$ cat src/rtl/cal_pkg.sv
package cal_pkg;
  localparam int NF = 7;
  localparam int AW = 3;

  typedef struct packed {
    logic [5:0] sec;
    logic [5:0] min;
    logic [4:0] hr;
    logic [2:0] dow;
    logic [4:0] date;
    logic [3:0] mon;
    logic [6:0] yr;
  } cal_time_t;

  localparam cal_time_t TIME_RST = '{sec: 6'd0, min: 6'd0, hr: 5'd0, dow: 3'd1,
                                     date: 5'd1, mon: 4'd1, yr: 7'd0};

  function automatic logic [7:0] enc_val(input logic [6:0] v, input logic bin);
    logic [3:0] tens;
    logic [3:0] ones;
    tens = 4'(v / 7'd10);
    ones = 4'(v % 7'd10);
    return bin ? {1'b0, v} : {tens, ones};
  endfunction

  function automatic logic [6:0] dec_val(input logic [7:0] b, input logic bin);
    return bin ? b[6:0] : 7'(b[7:4] * 7'd10 + 7'(b[3:0]));
  endfunction

  function automatic logic [4:0] days_in(input logic [3:0] mon, input logic [6:0] yr);
    case (mon)
      4'd2:                   return (yr[1:0] == 2'd0) ? 5'd29 : 5'd28;
      4'd4, 4'd6, 4'd9, 4'd11: return 5'd30;
      default:                return 5'd31;
    endcase
  endfunction
endpackage

$ cat src/rtl/cal_step.sv
module cal_step
  import cal_pkg::*;
(
  input  cal_time_t cur,
  input  logic      dst_en,
  input  logic      fall_done,
  output cal_time_t nxt,
  output logic      fall_done_nxt
);
  logic at_one59;
  logic spring;
  logic fall;

  always_comb begin
    at_one59 = (cur.hr == 5'd1) && (cur.min == 6'd59) && (cur.sec == 6'd59) && (cur.dow == 3'd1);
    spring   = dst_en && at_one59 && (cur.mon == 4'd4) && (cur.date <= 5'd7);
    fall     = dst_en && at_one59 && (cur.mon == 4'd10) && (cur.date >= 5'd25) && !fall_done;
    nxt           = cur;
    fall_done_nxt = fall_done;
    if (spring) begin
      nxt.sec = 6'd0;
      nxt.min = 6'd0;
      nxt.hr  = 5'd3;
    end else if (fall) begin
      nxt.sec       = 6'd0;
      nxt.min       = 6'd0;
      nxt.hr        = 5'd1;
      fall_done_nxt = 1'b1;
    end else begin
      if (cur.sec < 6'd59) nxt.sec = cur.sec + 6'd1;
      else begin
        nxt.sec = 6'd0;
        if (cur.min < 6'd59) nxt.min = cur.min + 6'd1;
        else begin
          nxt.min = 6'd0;
          if (cur.hr < 5'd23) nxt.hr = cur.hr + 5'd1;
          else begin
            nxt.hr  = 5'd0;
            nxt.dow = (cur.dow >= 3'd7) ? 3'd1 : cur.dow + 3'd1;
            if (cur.date < days_in(cur.mon, cur.yr)) nxt.date = cur.date + 5'd1;
            else begin
              nxt.date = 5'd1;
              if (cur.mon < 4'd12) nxt.mon = cur.mon + 4'd1;
              else begin
                nxt.mon = 4'd1;
                nxt.yr  = (cur.yr >= 7'd99) ? 7'd0 : cur.yr + 7'd1;
              end
            end
          end
        end
      end
      if (nxt.hr != 5'd1) fall_done_nxt = 1'b0;
    end
  end
endmodule

$ cat src/rtl/cal_codec.sv
module cal_codec
  import cal_pkg::*;
(
  input  cal_time_t             t_in,
  input  logic [NF-1:0][7:0]    bytes_in,
  input  logic                  bin,
  input  logic                  h24,
  output logic [NF-1:0][7:0]    bytes_out,
  output cal_time_t             t_out
);
  logic [4:0] h12;
  logic [7:0] h12_byte;
  logic [6:0] h12_dec;
  logic       pm_dec;

  always_comb begin
    h12      = (t_in.hr == 5'd0) ? 5'd12 : (t_in.hr > 5'd12) ? t_in.hr - 5'd12 : t_in.hr;
    h12_byte = enc_val({2'b00, h12}, bin);
    bytes_out[0] = enc_val({1'b0, t_in.sec}, bin);
    bytes_out[1] = enc_val({1'b0, t_in.min}, bin);
    bytes_out[2] = h24 ? enc_val({2'b00, t_in.hr}, bin)
                       : {(t_in.hr >= 5'd12), h12_byte[6:0]};
    bytes_out[3] = enc_val({4'd0, t_in.dow}, bin);
    bytes_out[4] = enc_val({2'b00, t_in.date}, bin);
    bytes_out[5] = enc_val({3'd0, t_in.mon}, bin);
    bytes_out[6] = enc_val(t_in.yr, bin);
  end

  always_comb begin
    h12_dec = dec_val({1'b0, bytes_in[2][6:0]}, bin);
    pm_dec  = bytes_in[2][7];
    t_out.sec  = 6'(dec_val(bytes_in[0], bin));
    t_out.min  = 6'(dec_val(bytes_in[1], bin));
    if (h24) t_out.hr = 5'(dec_val(bytes_in[2], bin));
    else if (h12_dec == 7'd12) t_out.hr = pm_dec ? 5'd12 : 5'd0;
    else t_out.hr = pm_dec ? 5'(h12_dec + 7'd12) : 5'(h12_dec);
    t_out.dow  = 3'(dec_val(bytes_in[3], bin));
    t_out.date = 5'(dec_val(bytes_in[4], bin));
    t_out.mon  = 4'(dec_val(bytes_in[5], bin));
    t_out.yr   = dec_val(bytes_in[6], bin);
  end
endmodule

$ cat src/rtl/cal_user_regs.sv
module cal_user_regs #(
  parameter int NB = 7,
  parameter int AB = 3
) (
  input  logic                clk,
  input  logic                rst,
  input  logic                wr_en,
  input  logic [AB-1:0]       addr,
  input  logic [7:0]          wr_data,
  input  logic                ld_en,
  input  logic [NB-1:0][7:0]  ld_data,
  output logic [NB-1:0][7:0]  bytes_q,
  output logic [7:0]          rd_data
);
  for (genvar i = 0; i < NB; i++) begin : g_byte
    localparam logic [7:0] RST_V = (i >= 3 && i <= 5) ? 8'h01 : 8'h00;
    always_ff @(posedge clk) begin
      if (rst)                                  bytes_q[i] <= RST_V;
      else if (ld_en)                           bytes_q[i] <= ld_data[i];
      else if (wr_en && (addr == AB'(i)))       bytes_q[i] <= wr_data;
    end
  end

  always_ff @(posedge clk) begin
    if (rst)                    rd_data <= 8'h00;
    else if (addr < AB'(NB))    rd_data <= bytes_q[addr];
    else                        rd_data <= 8'h00;
  end
endmodule

$ cat src/rtl/cal_engine.sv
module cal_engine
  import cal_pkg::*;
#(
  parameter int UIP_DELAY = 8
) (
  input  logic          clk,
  input  logic          rst,
  input  logic          sec_tick,
  input  logic          set_hold,
  input  logic          bin_mode,
  input  logic          hr24_mode,
  input  logic          dst_en,
  input  logic          wr_en,
  input  logic [AW-1:0] addr,
  input  logic [7:0]    wr_data,
  output logic [7:0]    rd_data,
  output logic          uip,
  output logic          upd_done
);
  localparam int CW = (UIP_DELAY > 1) ? $clog2(UIP_DELAY) : 1;

  cal_time_t          now_q;
  cal_time_t          base_t;
  cal_time_t          next_t;
  cal_time_t          dec_t;
  logic               fall_q;
  logic               fall_nxt;
  logic               busy_q;
  logic [CW-1:0]      cnt_q;
  logic               set_q;
  logic               dirty_q;
  logic               xfer;
  logic               load_w;
  logic               host_wr;
  logic [NF-1:0][7:0] user_bytes;
  logic [NF-1:0][7:0] enc_bytes;

  assign xfer    = busy_q && (cnt_q == '0);
  assign load_w  = set_q && !set_hold && dirty_q;
  assign host_wr = wr_en && set_hold;
  assign base_t  = load_w ? dec_t : now_q;

  cal_step u_step (
    .cur(base_t), .dst_en(dst_en), .fall_done(fall_q),
    .nxt(next_t), .fall_done_nxt(fall_nxt)
  );

  cal_codec u_codec (
    .t_in(next_t), .bytes_in(user_bytes), .bin(bin_mode), .h24(hr24_mode),
    .bytes_out(enc_bytes), .t_out(dec_t)
  );

  cal_user_regs #(.NB(NF), .AB(AW)) u_regs (
    .clk(clk), .rst(rst), .wr_en(host_wr), .addr(addr), .wr_data(wr_data),
    .ld_en(xfer && !set_hold), .ld_data(enc_bytes),
    .bytes_q(user_bytes), .rd_data(rd_data)
  );

  always_ff @(posedge clk) begin
    if (rst) begin
      now_q    <= TIME_RST;
      fall_q   <= 1'b0;
      busy_q   <= 1'b0;
      cnt_q    <= '0;
      set_q    <= 1'b0;
      dirty_q  <= 1'b0;
      uip      <= 1'b0;
      upd_done <= 1'b0;
    end else begin
      set_q    <= set_hold;
      upd_done <= xfer;
      if (xfer) begin
        now_q  <= next_t;
        fall_q <= fall_nxt;
      end else if (load_w) begin
        now_q  <= dec_t;
      end
      if (load_w)       dirty_q <= 1'b0;
      else if (host_wr) dirty_q <= 1'b1;
      if (xfer)          busy_q <= 1'b0;
      else if (busy_q)   cnt_q  <= cnt_q - 1'b1;
      else if (sec_tick) begin
        busy_q <= 1'b1;
        cnt_q  <= CW'(UIP_DELAY - 1);
      end
      if (set_hold)                 uip <= 1'b0;
      else if (sec_tick && !busy_q) uip <= 1'b1;
      else if (xfer)                uip <= 1'b0;
    end
  end
endmodule

$ cat config.mk
export PLATFORM = sky130hd
export DESIGN_NAME = cal_engine
export DESIGN_NICKNAME = d
export VERILOG_FILES = /design/src/rtl/cal_pkg.sv /design/src/rtl/cal_step.sv /design/src/rtl/cal_codec.sv /design/src/rtl/cal_user_regs.sv /design/src/rtl/cal_engine.sv
export SDC_FILE = /design/constraint.sdc
export NUM_CORES = 1
export LEC_CHECK = 0
export BUFFER_PORTS_ARGS = -buffer_cell sky130_fd_sc_hd__buf_2
export CAP_MARGIN = 20
export CORE_MARGIN = 1
export CORE_UTILIZATION = 58
export CTS_CLUSTER_SIZE = 28
export DETAILED_ROUTE_END_ITERATION = 8
export PLACE_DENSITY = 0.87
export SETUP_SLACK_MARGIN = 0.15
export SYNTH_ARGS = -nofsm -noshare
export SYNTH_HDL_FRONTEND = slang
export SYNTH_SLANG_ARGS = --single-unit
$ cat constraint.sdc
create_clock -name clk -period 7.5 [get_ports clk]
set_input_delay 0.75 -clock clk [delete_from_list [all_inputs] [get_ports clk]]
set_output_delay 0.75 -clock clk [all_outputs]
set_load 0.03 [all_outputs]
==> key figures <==
Drt
  – Routed WL: 32800 um
  – DRC violations left: 0
  – Router iterations before antenna repair: 5
  – WL per Instance: 21.0 um
  – Vias per inst: 6.96
  – DR vias: 10900
  – DR iter-0 viols: 1162
  – Detail Route Antenna Nets: 0

Yosys
  – Mapped Cells: 1344
  – Post-synth ARST share: 0%
  – Yosys top cell by area: dfxtp_1
  – Cell area after synthesis: 10600 um2
  – Synth cell count leaders: nor2_1 (168), dfxtp_1 (109), nand2_1 (98)
  – Yosys cell types: 111
  – Post-synthesis sequential area ratio: 20.6%
  – Syn avg cell area: 7.90 um2
  – Net Count, Synth: 1439
  – Synth warn: 0
  – Most common cell in the synthesized netlist: nor2_1
  – EDFF count, synth: 0
  – Top cells by area, synth: dfxtp_1 (21%), mux2i_1 (8.9%), ha_1 (8.1%)
  – Top-area cell type share of the netlist area: 20.6%
  – Most common flop cell mapped by yosys: dfxtp_1
  – Seq cells post-synth: 109

Worst hold path
  – Min-delay src: cnt_q[0]
  – Worst Hold Class: flip-flop to flip-flop

Outcome
  – Outcome: completed

Final layout
  – Post-Layout Cell Count: 1564
  – Syn-to-layout area delta: 6.16%
  – Area taken by multi-input logic gates: 7890 um2
  – Filler cell count: 1492
  – Fraction of final layout cells sized beyond drive strength 1: 11.6%
  – Nets: 1427
  – ANT cells: 0
  – Post-layout util: 62.7%
  – Register area: 2190 um2

Critical path
  – Max incr delay on CP: 0.61 ns
  – Arr. time, crit path: 7.32 ns
  – Slowest cell on the critical path: or4_1
  – Crit. End Element: flip-flop
  – Crit. Startpoint: u_regs.bytes_q[22]
  – Top cell by count, worst path: ha_1
  – Worst reg2reg startpoint: u_regs.bytes_q[22]
  – Worst endpoint required time: 7.75 ns
  – Peak fanout along the critical path: 9
  – Setup crit start kind: flip-flop
  – WS Path Type: flip-flop to flip-flop

Pwr
  – PwrDens: 152 nW/um2
  – Power Total: 1.71 mW
  – Worst IR Drop VDD: 0.166 mV
  – Leak: 4.59 nW

Global route
  – Vias in the first global route: 9802
  – First-pass GRT wire length: 50900 um
  – Pin count of the biggest net entering global routing: 54
  – Initial antenna violation count: 0
  – Total GRT Usage: 34.8%
  – GRT overflow: 0

Floorplanning
  – DIE WIDTH: 137 um
  – Area of the core: 18000 um2
  – Num ports: 29
  – Starting Density: 59.1%
  – Die Height: 137 um
  – Die ar.: 18800 um2
  – Rows: 49

Place
  – Cells after DPL: 1549
  – DP HPWL: 23600 um
  – PortBufs: 28
  – Routability cong.: 0.952

STA
  – Setup Viol. Count Final: 0
  – Fmax: 0.142 GHz
  – Clock Skews: 0.0102 ns
  – Final period util: 94.2%
  – Fin. Hold Viols: 0
  – Slew Limit Headroom: 31.7%
  – Minimum hold slack: 0.483 ns
  – RSZ-0062 raised after global routing: false
  – Post-layout minimum cycle time: 7.07 ns
  – Worst-Margin Slew: 1.02 ns
  – Pins Over Slew Limit: 0

Job
  – Max-cap violations: 0

Clock tree
  – Root buffer selected by CTS: clkbuf_16
  – Clk slew on worst S/H paths: 0.08 ns
  – Num CTS Buffers: 9
  – Num Clock Sinks: 109
  – Clock Latency Late Sink: 0.37 ns
  – H-tree levels: 3
  – TritonCTS clock tree: built
  – Setup Fix Bufs, Post-CTS: 0
  – Max clock buf depth: 2
## registers in the layout (all words and copies together), names as in the netlist
register and flops:
uip 1, fall_q 1, u_regs.rd_data 8, dirty_q 1, now_q 36, u_regs.bytes_q 56
cnt_q 3, busy_q 1, upd_done 1, set_q 1
## area by class of cell
cell class                      instances  area share [%]
Timing Repair Buffer                   59            3.51
Clock buffer                            9            2.00
Tap cell                              229            2.54
Sequential cell                       109            19.4
Inverter                               60            2.00
Clock inverter                          5           0.544
Multi-Input combinational cell       1093            70.0
## power by group
group	total (mW)	leakage, nW	switching [mW]	internal [mW]
Combinational	0.574	3.56	0.360	0.214
Sequential	0.643	0.888	0.0323	0.610
Clock	0.493	0.142	0.234	0.258
Total	1.71	4.59	0.627	1.08
## per-layer routing
metal / up-vias / share of wire, % / GRT usage (%)
met5: - / 0 / 0
met4: 0 / 4.5 / 17.5
met3: 124 / 9.8 / 6.70
met2: 671 / 45 / 55.1
met1: 5085 / 41 / 45.0
li1: 5000 / - / -
## stage by stage
step	TNS (ns)	cell area (um2)	setup slack (ns)
2_1_floorplan	0	10600	0.186
3_3_place_gp	0	10900	0.307
3_5_place_dp	-0.0333	10900	-0.0333
4_1_cts	0	11200	0.238
5_1_grt	0	11300	0.155
6_report	0	11300	0.433
## final timing paths
check / endpoint / slack, ns / cells after the start
worst max-delay path: u_regs.bytes_q[20] / 0.43 / 28
worst min-delay path: cnt_q[0] / 0.48 / 1
worst max register to register: u_regs.bytes_q[20] / 0.43 / 28
worst min register to register: cnt_q[0] / 0.48 / 1
## critical path: cells and delay by family (launching register included)
kind	cells	cell delay (ns)
AOI/OAI and AO/OA	11	2.93
adders and majority gates	6	1.48
and+or+nand+nor	5	1.34
DFF	1	0.42
muxes	2	0.38
buffers and inverters	3	0.28
xor gates and xnor gates	1	0.13
## timing repair
item,CTS,global route
hold buffers,0,0
setup endpoints to repair,0,3
gates resized for setup,0,13
## placed cells by master (no fill, tap or decap), types with 20 or more instances in the layout
| cell | Yosys | final |
|---|---|---|
| nor2_1 | 168 | 166 |
| dfxtp_1 | 109 | 106 |
| nand2_1 | 98 | 98 |
| mux2i_1 | 94 | 93 |
| a21oi_1 | 71 | 71 |
| ha_1 | 69 | 69 |
| o21ai_0 | 63 | 62 |
| inv_1 | 55 | 55 |
| a211oi_1 | 53 | 52 |
| nor3_1 | 39 | 39 |
| nand3_1 | 35 | 35 |
| buf_4 | 8 | 31 |
| buf_2 | 19 | 27 |
| xnor2_1 | 20 | 20 |
## kinds of logic (layout without fill, tap and decap cells)
logic type      Yosys count  count (layout)  share of synthesized area [%]
compound gates          402             402                           27.5
xor+xnor                 28              28                           2.85
fa+ha+maj                77              77                           9.56
buf+inv                 142             133                           5.81
flops                   109             109                           20.6
mux                     112             112                           11.8
simple gates            474             474                           21.9
Power figures use the tool's default switching activity.
